## config.mk

```make
export PLATFORM = sky130hd
export DESIGN_NAME = serial_adc_ctrl
export DESIGN_NICKNAME = d
export VERILOG_FILES = /design/src/rtl/adcctl_pkg.sv /design/src/rtl/adcctl_sclk_gen.sv /design/src/rtl/adcctl_seq.sv /design/src/rtl/adcctl_rx.sv /design/src/rtl/adcctl_period.sv /design/src/rtl/serial_adc_ctrl.sv
export SDC_FILE = /design/constraint.sdc
export NUM_CORES = 1
export LEC_CHECK = 0
export ABC_AREA = 1
export BUFFER_PORTS_ARGS = -buffer_cell sky130_fd_sc_hd__buf_2
export CAP_MARGIN = 20
export CORE_MARGIN = 2
export CORE_UTILIZATION = 28
export CTS_BUF_LIST = sky130_fd_sc_hd__clkbuf_4 sky130_fd_sc_hd__clkbuf_8
export DETAILED_ROUTE_END_ITERATION = 10
export PLACE_DENSITY_LB_ADDON = 0.12
export SETUP_SLACK_MARGIN = 0.15
export SLEW_MARGIN = 20
export SYNTH_ARGS = -nofsm -noshare
export SYNTH_HDL_FRONTEND = slang
export SYNTH_SLANG_ARGS = --single-unit
```

## constraint.sdc

```tcl
create_clock -name clk -period 2.5 [get_ports clk]
set_clock_uncertainty 0.1 [all_clocks]
set_input_delay 0.5 -clock clk [delete_from_list [all_inputs] [get_ports clk]]
set_output_delay 0.5 -clock clk [all_outputs]
set_load 0.01 [all_outputs]
```

## src/rtl/adcctl_pkg.sv

```systemverilog
package adcctl_pkg;

   typedef enum logic [1:0] {
      ST_IDLE  = 2'd0,
      ST_SETUP = 2'd1,
      ST_SHIFT = 2'd2,
      ST_GAP   = 2'd3
   } frame_st_e;

   // Resolution codes seen on the select input.
   localparam logic [1:0] RES_CODE_FULL = 2'b00;
   localparam logic [1:0] RES_CODE_ALT  = 2'b11;

   function automatic int imax(input int a, input int b);
      return (a > b) ? a : b;
   endfunction

endpackage

```

## src/rtl/adcctl_sclk_gen.sv

```systemverilog
module adcctl_sclk_gen #(
   parameter int unsigned HALF_DIV = 7
) (
   input  logic clk,
   input  logic rst_n,
   input  logic run,
   output logic sclk,
   output logic tick,
   output logic fall_now
);

   if (HALF_DIV < 1) begin : g_bad_div
      $error("HALF_DIV must be at least 1");
   end

   if (HALF_DIV == 1) begin : g_div_one
      // Toggle on every system clock while running.
      assign tick = run;
   end else begin : g_div_cnt
      localparam int DW = $clog2(HALF_DIV);
      logic [DW-1:0] divcnt;

      assign tick = run && (divcnt == DW'(HALF_DIV - 1));

      always_ff @(posedge clk) begin
         if (!rst_n || !run || tick) begin
            divcnt <= '0;
         end else begin
            divcnt <= divcnt + 1'b1;
         end
      end
   end

   assign fall_now = tick && sclk;

   always_ff @(posedge clk) begin
      if (!rst_n || !run) begin
         sclk <= 1'b1;
      end else if (tick) begin
         sclk <= ~sclk;
      end
   end

endmodule

```

## src/rtl/adcctl_seq.sv

```systemverilog
module adcctl_seq
   import adcctl_pkg::*;
#(
   parameter int SETUP_CYC  = 3,
   parameter int GAP_CYC    = 28,
   parameter int FRAME_CLKS = 16
) (
   input  logic clk,
   input  logic rst_n,
   input  logic go,
   input  logic tick,
   output logic csn,
   output logic busy,
   output logic shift_run,
   output logic sof,
   output logic eof
);

   localparam int TOGGLES = 2 * FRAME_CLKS;
   localparam int CNT_MAX = imax(imax(SETUP_CYC, GAP_CYC), TOGGLES);
   localparam int CW      = $clog2(CNT_MAX + 1);

   if (SETUP_CYC < 1) begin : g_bad_setup
      $error("SETUP_CYC must be at least 1");
   end
   if (GAP_CYC < 1) begin : g_bad_gap
      $error("GAP_CYC must be at least 1");
   end

   frame_st_e     st, nxt;
   logic [CW-1:0] cnt;

   always_comb begin
      nxt = st;
      sof = 1'b0;
      eof = 1'b0;
      unique case (st)
         ST_IDLE: begin
            if (go) begin
               nxt = ST_SETUP;
               sof = 1'b1;
            end
         end
         ST_SETUP: begin
            if (cnt == CW'(SETUP_CYC - 1)) nxt = ST_SHIFT;
         end
         ST_SHIFT: begin
            if (tick && cnt == CW'(TOGGLES - 1)) begin
               nxt = ST_GAP;
               eof = 1'b1;
            end
         end
         ST_GAP: begin
            if (cnt == CW'(GAP_CYC - 1)) begin
               if (go) begin
                  nxt = ST_SETUP;
                  sof = 1'b1;
               end else begin
                  nxt = ST_IDLE;
               end
            end
         end
         default: nxt = ST_IDLE;
      endcase
   end

   always_ff @(posedge clk) begin
      if (!rst_n) begin
         st   <= ST_IDLE;
         cnt  <= '0;
         csn  <= 1'b1;
         busy <= 1'b0;
      end else begin
         st   <= nxt;
         csn  <= !(nxt == ST_SETUP || nxt == ST_SHIFT);
         busy <= (nxt != ST_IDLE);
         if (nxt != st) begin
            cnt <= '0;
         end else if (st == ST_SHIFT) begin
            if (tick) cnt <= cnt + 1'b1;
         end else if (st != ST_IDLE) begin
            cnt <= cnt + 1'b1;
         end
      end
   end

   assign shift_run = (st == ST_SHIFT);

   // Checker: run length of select-high cycles, saturating.
   logic [CW-1:0] hi_run;
   always_ff @(posedge clk) begin
      if (!rst_n) begin
         hi_run <= '1;
      end else if (csn) begin
         if (hi_run != '1) hi_run <= hi_run + 1'b1;
      end else begin
         hi_run <= '0;
      end
   end

   AST_CSN_GAP: assert property (@(posedge clk) disable iff (!rst_n)
      $fell(csn) |-> hi_run >= CW'(GAP_CYC));
   AST_BUSY_COVERS_CSN: assert property (@(posedge clk) disable iff (!rst_n)
      !csn |-> busy);

endmodule

```

## src/rtl/adcctl_rx.sv

```systemverilog
module adcctl_rx
   import adcctl_pkg::*;
#(
   parameter int RES_W    = 12,
   parameter int RES_STEP = 2
) (
   input  logic             clk,
   input  logic             rst_n,
   input  logic             sof,
   input  logic             eof,
   input  logic             capture,
   input  logic             sdata,
   input  logic [1:0]       res_sel,
   output logic [RES_W-1:0] result,
   output logic             result_vld
);

   if (RES_W <= 2 * RES_STEP) begin : g_bad_res
      $error("RES_W must exceed twice RES_STEP");
   end

   // Only the last RES_W bits of a frame are kept; leading bits fall out.
   logic [RES_W-1:0] sreg;
   logic [1:0]       res_q;
   logic [1:0]       sh;

   assign sh = (res_q == RES_CODE_ALT) ? RES_CODE_FULL : res_q;

   always_ff @(posedge clk) begin
      if (!rst_n) begin
         sreg       <= '0;
         res_q      <= RES_CODE_FULL;
         result     <= '0;
         result_vld <= 1'b0;
      end else begin
         if (sof) res_q <= res_sel;
         if (capture) sreg <= {sreg[RES_W-2:0], sdata};
         result_vld <= eof;
         if (eof) result <= sreg >> (RES_STEP * int'(sh));
      end
   end

   AST_VLD_PULSE: assert property (@(posedge clk) disable iff (!rst_n)
      result_vld |=> !result_vld);
   AST_RESULT_HOLD: assert property (@(posedge clk) disable iff (!rst_n)
      !result_vld |-> $stable(result));

endmodule

```

## src/rtl/adcctl_period.sv

```systemverilog
module adcctl_period #(
   parameter int PCNT_W    = 16,
   parameter int MIN_FRAME = 255
) (
   input  logic              clk,
   input  logic              rst_n,
   input  logic              sof,
   input  logic              cont_en,
   input  logic [PCNT_W-1:0] period,
   output logic              hit
);

   if (MIN_FRAME >= (2 ** PCNT_W) - 1) begin : g_bad_pw
      $error("PCNT_W too narrow for the minimum frame length");
   end

   logic [PCNT_W-1:0] pcnt;
   logic [PCNT_W-1:0] eff;

   assign eff = (period < PCNT_W'(MIN_FRAME)) ? PCNT_W'(MIN_FRAME) : period;
   assign hit = cont_en && (pcnt >= eff);

   always_ff @(posedge clk) begin
      if (!rst_n) begin
         pcnt <= '1;
      end else if (sof) begin
         pcnt <= PCNT_W'(1);
      end else if (pcnt != '1) begin
         pcnt <= pcnt + 1'b1;
      end
   end

   AST_PERIOD_FLOOR: assert property (@(posedge clk) disable iff (!rst_n)
      sof |-> pcnt >= PCNT_W'(MIN_FRAME));

endmodule

```

## src/rtl/serial_adc_ctrl.sv

```systemverilog
module serial_adc_ctrl
   import adcctl_pkg::*;
#(
   parameter int SCLK_DIV   = 7,
   parameter int SETUP_CYC  = 3,
   parameter int QUIET_CYC  = 13,
   parameter int ACQ_CYC    = 63,
   parameter int FRAME_CLKS = 16,
   parameter int RES_W      = 12,
   parameter int RES_STEP   = 2,
   parameter int PCNT_W     = 16
) (
   input  logic              clk,
   input  logic              rst_n,
   input  logic              start_i,
   input  logic              cont_en_i,
   input  logic [PCNT_W-1:0] period_i,
   input  logic [1:0]        res_sel_i,
   input  logic              adc_sdata_i,
   output logic              adc_csn_o,
   output logic              adc_sclk_o,
   output logic [RES_W-1:0]  result_o,
   output logic              result_vld_o,
   output logic              busy_o
);

   // End of conversion lies 2.5 serial clocks (5 half periods) before frame end.
   localparam int TAIL_HALVES = 5;
   localparam int ACQ_LEFT    = imax(ACQ_CYC - TAIL_HALVES * SCLK_DIV, 0);
   localparam int GAP_CYC     = imax(imax(QUIET_CYC, ACQ_LEFT), 1);
   localparam int MIN_FRAME   = SETUP_CYC + 2 * FRAME_CLKS * SCLK_DIV + GAP_CYC;

   if (FRAME_CLKS < RES_W) begin : g_bad_frame
      $error("FRAME_CLKS must cover RES_W");
   end

   logic tick, fall_now, shift_run, sof, eof, hit, go, req_pend;

   assign go = start_i || req_pend || hit;

   always_ff @(posedge clk) begin
      if (!rst_n) req_pend <= 1'b0;
      else        req_pend <= (req_pend || start_i) && !sof;
   end

   adcctl_sclk_gen #(.HALF_DIV(SCLK_DIV)) u_sclk (
      .clk(clk), .rst_n(rst_n), .run(shift_run),
      .sclk(adc_sclk_o), .tick(tick), .fall_now(fall_now)
   );

   adcctl_seq #(
      .SETUP_CYC(SETUP_CYC), .GAP_CYC(GAP_CYC), .FRAME_CLKS(FRAME_CLKS)
   ) u_seq (
      .clk(clk), .rst_n(rst_n), .go(go), .tick(tick),
      .csn(adc_csn_o), .busy(busy_o), .shift_run(shift_run),
      .sof(sof), .eof(eof)
   );

   adcctl_rx #(.RES_W(RES_W), .RES_STEP(RES_STEP)) u_rx (
      .clk(clk), .rst_n(rst_n), .sof(sof), .eof(eof),
      .capture(fall_now), .sdata(adc_sdata_i), .res_sel(res_sel_i),
      .result(result_o), .result_vld(result_vld_o)
   );

   adcctl_period #(.PCNT_W(PCNT_W), .MIN_FRAME(MIN_FRAME)) u_period (
      .clk(clk), .rst_n(rst_n), .sof(sof), .cont_en(cont_en_i),
      .period(period_i), .hit(hit)
   );

   AST_SCLK_PARKED: assert property (@(posedge clk) disable iff (!rst_n)
      adc_csn_o |-> adc_sclk_o);
   AST_VLD_AT_CSN_RISE: assert property (@(posedge clk) disable iff (!rst_n)
      result_vld_o |-> $rose(adc_csn_o));
   AST_HELD_REQ: assert property (@(posedge clk) disable iff (!rst_n)
      (start_i && busy_o && !sof) |=> req_pend);

endmodule

```

; ---- Word level (Yosys, flattened, before mapping)
; Index checks and enable logic that the tools add are counted.
[word_totals]
word_cells = 74
output_inout_bits = 16
register_bits = 58
rom_bits = 0
ramBits = 0
in_bits = 23
mem_count = 0
latch_bits = 0
[op_classes]
order_cmp = 2
n_mul = 0
addsub = 3
eq_ne = 13
n_mux = 18
n_div = 0
bitwise = 2
n_reduce_logical = 22
shift = 1
[op_table]
columns = operator, n
row1 = $mux 16, 3
row2 = $mux 6, 3
row3 = $add 16x1->16 const B, 1
row4 = $ge 16x16->1, 1
row5 = $lt 16x8->1 const B, 1
row6 = $ne 16x16->1 const B, 1
row7 = $eq 6x5->1 const B, 2
row8 = $shr 12x3->12, 1
row9 = $mux 2, 5
row10 = $eq 2x2->1 const B, 4
row11 = $pmux 2 s4, 1
row12 = $reduce_bool 2->1, 4
row13 = $add 6x1->6 const B, 1
row14 = $eq 6x2->1 const B, 1
row15 = $logic_and 1x1->1, 5
row16 = $logic_or 1x1->1, 5
row17 = $mux 1, 5
row18 = $eq 2x1->1 const B, 2
row19 = $logic_not 1->1, 4
row20 = $reduce_or 2->1, 2
row21 = $add 3x1->3 const B, 1
row22 = $eq 3x3->1 const B, 1
row23 = $logic_not 2->1, 1
row24 = $ne 2x2->1, 1
row25 = other kinds (4), 5

; ---- Depth between registers and ports, before layout
; Gate-level depths: netlist of the first run.
[depth]
depth_word = 11
depth_mapped = 24
mapped_depth_nobuf = 24

; ---- Hierarchy
; A second synthesis of the first run with hierarchy kept.
[unflattened]
hier_cells = 512
area_unflattened_um2 = 3559.7
[modules_own_cells]
columns = mod, area_each_um2, cells_per_inst, n_inst
row1 = adcctl_period, 1487.7, 225, 1
row2 = adcctl_rx, 1164.9, 162, 1
row3 = adcctl_seq, 680.7, 97, 1
row4 = adcctl_sclk_gen, 181.4, 21, 1
row5 = serial_adc_ctrl, 45.0, 7, 1

; ---- Least setup slack after synthesis of the first run
; Ideal clock, no wire load.
[synth_path]
kind = input port to flip-flop
startpoint = input period_i[12]
endpoint = register u_seq.csn
n_path_buf = 0
path_slack_ns = -0.129
t_required_ns = 2.276
stages = 21
t_arrival_ns = 2.405
setup_time_ns = 0.124
path_cell_list = inv_1 nand4_1 nor3_1 o2111ai_1 inv_1 nor2_1 ha_1 nand2_1 inv_1 nand2_1 nor2_1 nor2_1 nand2_1 nand2_1 nand2_1 nand2_1 nand2_1 nand2_1 and2_1 ha_1 nand2_1
[synth_via]
elab_chain_cells = 11
[synth_rtl]
columns = element, line
row1 = start: declaration, serial_adc_ctrl.sv:17  ; input logic [PCNT_W-1:0] period_i,
row2 = $lt 16x8->1, adcctl_period.sv:20  ; assign eff = (period < PCNT_W'(MIN_FRAME)) ? PCNT_W'(MIN_FRAME) : period;
row3 = $mux 16 (*), adcctl_period.sv:20
row4 = $ge 16x16->1 (*), adcctl_period.sv:21  ; assign hit = cont_en && (pcnt >= eff);
row5 = $logic_and 1x1->1 (*), adcctl_period.sv:21
row6 = $logic_or 1x1->1 (*), serial_adc_ctrl.sv:39  ; assign go = start_i || req_pend || hit;
row7 = $mux 1, adcctl_seq.sv:55  ; if (go) begin
row8 = $mux 2, adcctl_seq.sv:54  ; if (cnt == CW'(GAP_CYC - 1)) begin
row9 = $pmux 2 s4 (*), adcctl_seq.sv:37  ; unique case (st)
row10 = $eq 2x1->1 / $eq 2x2->1 (equally long branches), adcctl_seq.sv:75  ; csn <= !(nxt == ST_SETUP || nxt == ST_SHIFT);
row11 = $logic_or 1x1->1 (*), adcctl_seq.sv:75
row12 = $logic_not 1->1 (*), adcctl_seq.sv:75
row13 = end signal: assignment, adcctl_seq.sv:75
row14 = end: declaration, adcctl_seq.sv:12  ; output logic csn,
; Mark *: on every way between the ends. The rest lies on a longest branch, timed or not.
; A chain may end at the register's enable or synchronous reset.

; ---- Worst setup path after layout of the first run
[layout_path]
startpoint = input period_i[1]
endpoint = register u_period.pcnt[4]
[layout_via]
elab_chain_cells = 9
[layout_rtl]
columns = element, line
row1 = $lt 16x8->1, adcctl_period.sv:20
row2 = $mux 16 (*), adcctl_period.sv:20
row3 = $ge 16x16->1 (*), adcctl_period.sv:21
row4 = $logic_and 1x1->1 (*), adcctl_period.sv:21
row5 = $logic_or 1x1->1 (*), serial_adc_ctrl.sv:39
row6 = $mux 1 (*), "adcctl_seq.sv:39, adcctl_seq.sv:55"
row7 = $mux 1, adcctl_seq.sv:54
row8 = $pmux 1 s2 (*), adcctl_seq.sv:37
row9 = $mux 16 / $reduce_bool 2->1 (equally long branches), --
row10 = end signal: assignment, adcctl_period.sv:29  ; pcnt <= pcnt + 1'b1;
row11 = end: declaration, adcctl_period.sv:17  ; logic [PCNT_W-1:0] pcnt;
; Marks and branches as above.

==> impl_metrics.py, run 1 <==
metrics = {
    "global_route": {
        "grt_pass1_vias": 2894,
        "grt_usage_pct": 14.1,
        "antenna_found_initial": 0,
        "grt_start_max_net_pins": 41,
        "grt_overflow_total": 0,
        "grt_pass1_wl_mm": 13.3,
    },
    "power": {
        "leakage_nw": 1.95,
        "pwr-share-seq_pct": 28.0,
        "p_switching_mw": 1.95,
        "intPower_mw": 2.70,
        "switching_share_pct": 42.0,
        "irDropWorstVdd_mv": 0.368,
        "pwr-share-clk_pct": 23.1,
        "p_per_area_nw_per_um2": 1120,
        "combPwrFrac_pct": 48.9,
    },
    "clock_network": {
        "cts_buffer_depth": 2,
        "hold_buffers": 0,
        "cts-root-buf": "clkbuf_8",
        "cts_max_level": 3,
        "clk_pin_slew_worst_paths_ns": 0.07,
        "numCtsBuffers": 9,
        "tritoncts": "done",
        "clkLatencyLatePin_ns": 0.34,
        "clock-sinks": 58,
    },
    "yosys": {
        "synth_area_leaders": "dfxtp_1 (37%), ha_1 (11%), nand2_1 (10%)",
        "synth_edf_count": 0,
        "yosys_warnings": 0,
        "synth_cells": 440,
        "async_reset_ff_share_pct": 0,
        "postSynthRegisterBits": 58,
        "post_synth_num_cell_types": 34,
        "syn_area_um2": 3170,
        "avgSynthCellArea_um2": 7.20,
        "syn-num-nets": 490,
        "synth_ff_type": "dfxtp_1",
        "synth_top_area_share_pct": 36.7,
        "yosys.area.top_type": "dfxtp_1",
        "ys_seq_area_share_pct": 36.7,
    },
    "cells_and_area": {
        "drive_gt1_share_pct": 26.6,
        "fillers": 1195,
        "nets": 561,
        "post-route-util_pct": 38.1,
        "layout_common_cells": "nand2_1 (74), dfxtp_1 (58), inv_1 (48)",
        "instances_no_fill": 656,
        "antennaDiodeCount": 0,
        "ff_latch_area_um2": 1160,
        "syn2layout_area_growth_pct": 31.5,
        "multi_input_area_um2": 1900,
        "final_common_cell": "nand2_1",
    },
    "die": {
        "core_area_um2": 10900,
        "ios": 39,
        "initial_core_util_pct": 29.0,
        "num_rows": 38,
        "die_w_um": 110,
        "dieArea_um2": 12200,
        "die_h_um": 110,
    },
    "setup_path": {
        "crit_arrival_ns": 2.75,
        "cp-end-kind": "register",
        "crit_top_cell": "nand2_1",
        "critical_path.max_stage_delay_ns": 0.26,
        "cp.required_ns": 2.62,
        "start_kind": "input pin",
        "rr_worst_depth": 15,
        "cp-startpoint": "period_i[1]",
        "cp_cell_sequence": "buf_2, nand4_1, o2111ai_2, inv_2, or2_4, ha_4, nand4_1, nor2_1, nor2_1, nand2_1, nand2_1, nand2_1, nand2_2, nand2_4, buf_6, nand2_8, buf_6, buf_6, nand2_2, nand2_1",
        "worstPathMaxFanout": 8,
        "worstSetupPathType": "in -> reg",
        "cpMaxStageDelayCell": "ha_4",
        "rr_startpoint": "u_period.pcnt[7]$_SDFFE_PN1P_",
    },
    "timing": {
        "drv_slew": 0,
        "setup_viol": 20,
        "fin_crit_ns": 2.63,
        "slew_headroom_pct": 71.3,
        "tns_ns": -0.953,
        "finalCritPeriodShare_pct": 105,
        "worst_slack_ns": -0.130,
        "rsz0062_at_grt": "yes",
        "worst_pin_slew_ns": 0.429,
        "hold_violations": 0,
        "fmax_ghz": 0.380,
    },
    "routing": {
        "dr.max_layer_used": "met4",
        "wl_met2_mm": 3.75,
        "drtPass1Iterations": 4,
        "drt-initial-drc-count": 108,
        "via_count": 2997,
        "wl_met3_um": 246,
        "met1_length_mm": 3.92,
        "drc_errors": 0,
        "postRouteAntennaNets": 0,
        "viasPerCell": 4.57,
        "post_drt_wl_per_cell_um": 12.2,
        "wl_mm": 7.99,
    },
    "placed_design": {
        "place.port_buffers": 38,
        "routabilityCongestion": 0.790,
        "detailed_place_hpwl_mm": 5.95,
        "place_inst": 634,
    },
    "status": {
        "status": "complete, but fails checks",
        "violations": "setup timing",
    },
    "min_path": {
        "hold_depth": 3,
        "hp-class": "in -> reg",
        "min_from": "adc_sdata_i",
    },
    "flow_run": {
        "cap_violations": 0,
    },
}
flip-flops by register name, indices dropped and copies added (netlist names):
name,count
u_period.pcnt,16
u_rx.result,12
u_rx.sreg,12
u_seq.cnt,6
u_sclk.g_div_cnt.divcnt,3
u_rx.res_q,2
u_seq.st,2
req_pend,1
u_rx.result_vld,1
u_sclk.sclk,1
u_seq.busy,1
u_seq.csn,1
worst max-delay path, delay by kind of cell:
family                   cells  cell delay [ns]
AO/OA/AOI/OAI                1             0.23
AND/OR/NAND/NOR             13             1.19
buffers and inverters        5             0.58
adder cells (fa/ha/maj)      1             0.26
per-layer routing:
metal	global-route usage, %	vias to the layer above
met2	23.9	37
met4	3.75	0
li1	-	1598
met5	0	-
met3	4.17	7
met1	17.4	1355
cells in the mapped netlist, types with 2 or more instances:
library cell,count
inv_1,53
nor3_1,7
nand2_1,88
o22ai_1,7
clkinv_1,2
nand2_2,4
o21ai_0,24
buf_2,2
nand3_1,18
o31ai_1,3
o21ai_1,7
ha_1,27
xor2_1,9
clkbuf_1,6
xnor2_1,2
a31oi_1,2
a22oi_1,2
nor2_2,4
o221ai_1,2
a21oi_1,35
inv_2,5
dfxtp_1,58
nor2_1,50
nand4_1,10
nor4_1,4
final timing paths:
kind | to | slack, ns
setup / recovery | u_period.pcnt[4]$_SDFFE_PN1P_ | -0.13
hold / removal | u_rx.sreg[0]$_SDFFE_PN0P_ | 0.28
setup reg to reg | u_seq.csn$_SDFF_PN1_ | 0.35
hold reg to reg | u_sclk.g_div_cnt.divcnt[0]$_SDFF_PP0_ | 0.35
power groups by stage:
stage / combinational (mW) / sequential [mW] / clock (mW)
after global placement: 1.96 / 1.32 / 0
after floorplan: 1.45 / 1.29 / 0
after detailed placement: 1.96 / 1.32 / 0
after global routing: 2.58 / 1.33 / 1.14
final: 2.28 / 1.30 / 1.07
after CTS: 2.09 / 1.30 / 1.11
kinds of logic after synthesis:
family / synth area share [%]
AO/OA/AOI/OAI: 14.7
buffers and inverters: 8.14
flip-flops: 36.7
AND/OR/NAND/NOR: 26.8
adder cells (fa/ha/maj): 10.7
XOR/XNOR: 3.04
what timing repair did:
item | CTS | global route
setup buffers | 5 | 1
resized for setup | 21 | 24
pin swaps | 6 | 2
endpoints found under the setup margin | 28 | 28
layout make-up:
cell class,count,share of cell area [%]
well taps,140,4.21
clock buffers,9,2.97
clock inverters,7,2.82
multi-input cells,314,45.6
flip-flops and latches,58,27.9
repair buffers,68,10.9
inverters,60,5.65
metrics by stage:
step	area [µm²]	hold slack [ns]	power [mW]	setup WS (ns)
after floorplan	3210	0.317	2.74	-0.0580
after global placement	3720	0.337	3.28	-0.541
after detailed placement	3720	0.337	3.28	-0.592
after CTS	4070	0.277	4.49	-0.126
after global routing	4170	0.294	5.06	-0.327
final	4170	0.282	4.65	-0.130
Note: power is estimated with default switching activity, not from simulation.
==> inputs of run 2 (changes only) <==
--- a/config.mk
+++ b/config.mk
@@ -8,6 +8,7 @@
 export ABC_AREA = 1
 export BUFFER_PORTS_ARGS = -buffer_cell sky130_fd_sc_hd__buf_2
 export CAP_MARGIN = 20
+export CORE_ASPECT_RATIO = 1.75
 export CORE_MARGIN = 2
 export CORE_UTILIZATION = 28
 export CTS_BUF_LIST = sky130_fd_sc_hd__clkbuf_4 sky130_fd_sc_hd__clkbuf_8
==> run 2 against run 1 <==
The run still ends with setup timing left. Cell area grew 2.1%. Combinational power up 2%. Die area rose by 0.27%. Worst hold slack gained 0.013 ns. Highest routed layer unchanged. Fmax is 4.9% lower. Critical path depth increased by 1. Register-to-register slack got worse by 0.04 ns. Clock power decreased by 16%. Setup slack lost 0.14 ns. Sequential power hardly changed. Wire length increased by 5.5%.
==> impl_metrics.py, run 2 (synthesized netlist as in run 1, its figures left out) <==
metrics = {
    "global_route": {
        "grt_pass1_vias": 3134,
        "antenna_found_initial": 0,
        "grt_usage_pct": 14.8,
        "grt_start_max_net_pins": 24,
        "grt_pass1_wl_mm": 14.4,
        "grt_overflow_total": 0,
    },
    "clock_network": {
        "cts_max_level": 3,
        "clock-sinks": 58,
        "clk_pin_slew_worst_paths_ns": 0.07,
        "cts_buffer_depth": 2,
        "tritoncts": "done",
        "numCtsBuffers": 9,
        "clkLatencyLatePin_ns": 0.35,
        "cts-root-buf": "clkbuf_8",
    },
    "setup_path": {
        "r2r_setup_slack_ns": 0.31,
        "rr_endpoint": "u_seq.csn$_SDFF_PN1_",
        "crit_top_cell": "buf_4",
        "rr_worst_depth": 16,
        "cp-end-kind": "register",
        "cp.required_ns": 2.64,
        "critical_path.max_stage_delay_ns": 0.26,
        "start_kind": "input pin",
        "worstSetupPathType": "in -> reg",
        "cp_cell_sequence": "buf_6, inv_4, buf_4, buf_4, buf_4, buf_4, buf_4, buf_4, buf_4, buf_4, ha_1, nand2_1, nor3_1, nand2_1, nand2_1, nand2_2, nand2_2, nand2_4, and2_4, ha_4, nand2_2",
        "rr_startpoint": "u_period.pcnt[5]$_SDFFE_PN1P_",
        "crit_arrival_ns": 2.90,
        "cpMaxStageDelayCell": "ha_1",
        "worstPathMaxFanout": 3,
    },
    "timing": {
        "rsz0062_at_grt": "yes",
        "fmax_ghz": 0.361,
        "hold_violations": 0,
        "fin_crit_ns": 2.77,
        "worst_slack_ns": -0.267,
        "setup_viol": 28,
        "whs_ns": 0.295,
        "drv_slew": 0,
        "worst_pin_slew_ns": 0.599,
        "finalCritPeriodShare_pct": 111,
        "slew_headroom_pct": 59.7,
    },
    "cells_and_area": {
        "top_regs": "u_period.pcnt x16, u_rx.result x12, u_rx.sreg x12",
        "fin_area_um2": 4250,
        "nets": 575,
        "layout_common_cells": "nand2_1 (77), dfxtp_1 (58), inv_1 (47)",
        "post-route-util_pct": 38.3,
        "antennaDiodeCount": 0,
        "syn2layout_area_growth_pct": 34.3,
        "drive_gt1_share_pct": 29.8,
        "largest_reg_flops": 16,
        "top_register": "u_period.pcnt",
        "final_common_cell": "nand2_1",
    },
    "routing": {
        "drtPass1Iterations": 4,
        "via_count": 3081,
        "drc_errors": 0,
        "drt-initial-drc-count": 101,
        "post_drt_wl_per_cell_um": 12.7,
        "wl_mm": 8.43,
        "postRouteAntennaNets": 0,
        "viasPerCell": 4.65,
    },
    "placed_design": {
        "detailed_place_hpwl_mm": 6.49,
        "placed_cell_area_um2": 3720,
        "routabilityCongestion": 0.817,
        "place.port_buffers": 38,
    },
    "die": {
        "dieArea_um2": 12200,
        "num_rows": 51,
        "die_h_um": 145,
        "die_w_um": 84.4,
        "initial_core_util_pct": 28.5,
        "ios": 39,
        "core_area_um2": 11100,
    },
    "flow_run": {
        "cap_violations": 0,
    },
    "power": {
        "p_total_mw": 4.55,
        "irDropWorstVdd_mv": 0.464,
        "leakage_nw": 1.98,
        "p_per_area_nw_per_um2": 1070,
    },
    "min_path": {
        "hold_depth": 3,
        "min_to": "u_rx.sreg[0]$_SDFFE_PN0P_",
        "hp-class": "in -> reg",
        "min_from": "adc_sdata_i",
    },
    "status": {
        "violations": "setup timing",
        "status": "complete, but fails checks",
    },
}
[run 2: cell count changes in the layout (fill, tap and decap cells not counted), moves of 3 or more]
cell,delta
buf_4,+16
nand2_1,+3
nand2_2,-3
nand3_2,-3
nor2_1,-6
nor2_2,+4
[run 2: stage by stage]
stage	std cells	setup slack (ns)	setup TNS, ns
detailed placement	628	-0.761	-18.77
CTS	659	-0.235	-4.03
finish	662	-0.267	-4.51
global placement	628	-0.752	-18.37
floorplan	440	-0.0580	-0.0580
global route	662	-0.517	-11.04
[run 2: how the worst max path moves through the flow]
stage	from	end	slack (ns)	cells after the start
4_1_cts	period_i[12]	u_period.pcnt[6]$_SDFFE_PN1P_	-0.23	21
5_1_grt	period_i[13]	u_seq.cnt[3]$_SDFFE_PP0P_	-0.52	24
3_3_place_gp	period_i[15]	u_seq.csn$_SDFF_PN1_	-0.75	21
3_5_place_dp	period_i[15]	u_seq.cnt[1]$_SDFFE_PP0P_	-0.76	23
2_1_floorplan	period_i[5]	u_seq.csn$_SDFF_PN1_	-0.06	17
6_report	period_i[12]	u_seq.csn$_SDFF_PN1_	-0.27	21
[run 2: worst max-delay path, delay by kind of cell]
family	cells	cell delay (ns)
adders and majority gates	2	0.51
and+or+nand+nor	9	0.83
buffers and inverters	10	1.05
[run 2: layer usage]
layer | part of all wire (%) | track usage [%] | up-vias
met5 | 0 | 0 | -
met4 | 2.3 | 5.93 | 0
met3 | 2.9 | 3.40 | 15
met2 | 58 | 30.2 | 45
met1 | 37 | 13.8 | 1396
li1 | - | - | 1625
[run 2: power breakdown]
group	switching [mW]	internal, mW	total [mW]
Clock	0.395	0.509	0.904
Sequential	0.198	1.11	1.31
Combinational	1.39	0.946	2.33
Total	1.98	2.57	4.55
[run 2: what timing repair did]
action                                  4_1_cts  5_1_grt
buffers inserted                             14        3
gates resized for setup                      19       33
pin swaps                                     3        4
cloned                                        1        0
hold endpoints to repair                      0        0
endpoints found under the setup margin       28       28
hold buffers                                  0        0
[run 2: area by class of cell]
class / instances / area (µm²)
multi-input combinational: 314 / 1940
sequential: 58 / 1160
clock buffer: 11 / 151
clock inverter: 5 / 52.6
timing repair inverter: 1 / 7.51
tap: 132 / 165
fill: 1194 / 6850
inverter: 60 / 235
timing repair buffer: 81 / 546
==> inputs of run 3 (changes only) <==
--- a/config.mk
+++ b/config.mk
@@ -8,6 +8,8 @@
 export ABC_AREA = 1
 export BUFFER_PORTS_ARGS = -buffer_cell sky130_fd_sc_hd__buf_2
 export CAP_MARGIN = 20
+export CELL_PAD_IN_SITES_DETAIL_PLACEMENT = 1
+export CELL_PAD_IN_SITES_GLOBAL_PLACEMENT = 2
 export CORE_ASPECT_RATIO = 1.75
 export CORE_MARGIN = 2
 export CORE_UTILIZATION = 28
==> run 3 against run 2 <==
The flow still finishes with violations (setup timing). Critical path depth grew 1. Total power grew 1.6%. Combinational power grew 8.6%. First-iteration DRC count shrank 41%. Core utilization shrank 0.91 points. Register-to-register slack lost 0.04 ns. Clock-buffer cell count grew 2. Via count grew 1.6%. Worst hold slack lost 0.011 ns. Largest power group unchanged. Highest routed layer unchanged.
==> impl_metrics.py, run 3 (synthesized netlist as in run 1, its figures left out) <==
metrics = {
    "status": {
        "status": "complete, but fails checks",
        "violations": "setup timing",
    },
    "timing": {
        "finalCritPeriodShare_pct": 105,
        "drv_slew": 0,
        "fin_crit_ns": 2.62,
        "rsz0062_at_grt": "yes",
        "slew_headroom_pct": 43.2,
        "worst_slack_ns": -0.116,
        "whs_ns": 0.284,
        "hold_violations": 0,
        "worst_pin_slew_ns": 0.844,
        "setup_viol": 21,
        "fmax_ghz": 0.382,
    },
    "cells_and_area": {
        "antennaDiodeCount": 0,
        "post-route-util_pct": 37.4,
        "final_common_cell": "nand2_1",
        "top_regs": "u_period.pcnt x16, u_rx.result x12, u_rx.sreg x12",
        "instances_no_fill": 647,
        "syn2layout_area_growth_pct": 31.1,
        "fin_area_um2": 4150,
        "top_register": "u_period.pcnt",
        "drive_gt1_share_pct": 28.0,
        "layout_common_cells": "nand2_1 (75), dfxtp_1 (58), inv_1 (47)",
        "largest_reg_flops": 16,
        "nets": 563,
    },
    "setup_path": {
        "worstSetupPathType": "in -> reg",
        "rr_worst_depth": 10,
        "cp-end-kind": "register",
        "crit_arrival_ns": 2.73,
        "rr_startpoint": "u_seq.st[0]$_SDFF_PN0_",
        "start_kind": "input pin",
        "cp.required_ns": 2.62,
        "r2r_setup_slack_ns": 0.27,
        "rr_endpoint": "u_seq.csn$_SDFF_PN1_",
        "worstPathMaxFanout": 8,
    },
    "die": {
        "initial_core_util_pct": 28.5,
        "die_w_um": 84.4,
        "ios": 39,
        "dieArea_um2": 12200,
        "num_rows": 51,
        "die_h_um": 145,
        "core_area_um2": 11100,
    },
    "global_route": {
        "antenna_found_initial": 0,
        "grt_pass1_wl_mm": 15.2,
        "grt_usage_pct": 16.0,
        "grt_pass1_vias": 3286,
        "grt_start_max_net_pins": 41,
        "grt_overflow_total": 0,
    },
    "power": {
        "leakage_nw": 1.93,
        "intPower_mw": 2.56,
        "p_switching_mw": 2.06,
        "irDropWorstVdd_mv": 0.357,
        "switching_share_pct": 44.5,
        "combPwrFrac_pct": 54.8,
        "p_per_area_nw_per_um2": 1110,
        "pwr-share-clk_pct": 16.7,
        "pwr-share-seq_pct": 28.5,
    },
    "clock_network": {
        "clock-sinks": 58,
        "clkLatencyLatePin_ns": 0.34,
        "tritoncts": "done",
        "cts_buffer_depth": 2,
        "clk_pin_slew_worst_paths_ns": 0.06,
        "numCtsBuffers": 9,
        "cts-root-buf": "clkbuf_8",
        "cts_max_level": 3,
    },
    "min_path": {
        "hp-class": "in -> reg",
        "min_to": "u_rx.sreg[0]$_SDFFE_PN0P_",
        "min_from": "adc_sdata_i",
        "hold_depth": 3,
    },
    "routing": {
        "drt-initial-drc-count": 60,
        "viasPerCell": 4.84,
        "drtPass1Iterations": 4,
        "wl_mm": 9.40,
        "drc_errors": 0,
        "post_drt_wl_per_cell_um": 14.5,
        "postRouteAntennaNets": 0,
        "via_count": 3131,
    },
    "placed_design": {
        "place.port_buffers": 38,
        "routabilityCongestion": 0.738,
        "placed_cell_area_um2": 3730,
        "place_inst": 629,
        "detailed_place_hpwl_mm": 7.28,
    },
    "flow_run": {
        "cap_violations": 0,
    },
}
==> run 3: stage by stage <==
step           total power [mW]  setup TNS (ns)  setup slack [ns]
3_3_place_gp               3.39          -12.53            -0.550
5_1_grt                    5.04           -7.53            -0.336
2_1_floorplan              2.74         -0.0580           -0.0580
3_5_place_dp               3.43          -13.54            -0.579
4_1_cts                    4.38           -1.81            -0.137
6_report                   4.62           -1.24            -0.116
==> run 3: cell type report <==
cell class,count,area [µm²]
Sequential cell,58,1160
Timing Repair inverter,1,8.76
Clock buffer,13,166
Timing Repair Buffer,69,465
Fill cell,1417,6950
Tap cell,132,165
Inverter,60,246
Multi-Input combinational cell,314,1940
==> run 3: routing by layer <==
layer,wire [µm],track usage (%)
met2,5420,33.4
met1,3510,14.8
met3,201,2.33
met5,0,0
met4,275,7.02
==> run 3: timing repair <==
item | CTS | global route
hold buffers | 0 | 0
cloned | 0 | 1
gates resized for setup | 28 | 28
buffers inserted | 1 | 3
endpoints found under the hold margin | 0 | 0
setup endpoints to repair | 28 | 29
pin swaps | 4 | 4
==> run 3: worst max-delay path, stage by stage <==
cell and delay [ns]:
buf_6 0.10, inv_4 0.04, nand4_1 0.14, nor3_2 0.17, o2111ai_2 0.13, inv_2 0.16, nor2_1 0.06, ha_1 0.28
nand2_1 0.05, inv_1 0.08, nand2_2 0.06, nor2_1 0.08, nor2_1 0.05, nand2_1 0.05, nand2_1 0.04, nand2_1 0.06
nand2_2 0.08, nand2_4 0.09, nand2_4 0.07, and2_4 0.16, ha_4 0.24, nand2_1 0.04
==> run 3: how the worst max path moves through the flow <==
stage	end	from	cells past startpoint	slack, ns
6_report	u_seq.csn$_SDFF_PN1_	period_i[12]	22	-0.12
5_1_grt	u_seq.cnt[0]$_SDFFE_PP0P_	period_i[12]	24	-0.34
4_1_cts	u_seq.csn$_SDFF_PN1_	period_i[12]	22	-0.14
3_5_place_dp	u_seq.csn$_SDFF_PN1_	period_i[12]	22	-0.58
3_3_place_gp	u_seq.csn$_SDFF_PN1_	period_i[15]	22	-0.55
2_1_floorplan	u_seq.csn$_SDFF_PN1_	period_i[5]	17	-0.06
==> run 3: power groups by stage <==
stage / clock [mW] / sequential (mW) / combinational, mW
after floorplan: 0 / 1.29 / 1.45
after global placement: 0 / 1.33 / 2.07
after detailed placement: 0 / 1.33 / 2.10
after CTS: 0.811 / 1.31 / 2.25
after global routing: 0.845 / 1.35 / 2.84
final: 0.773 / 1.32 / 2.53
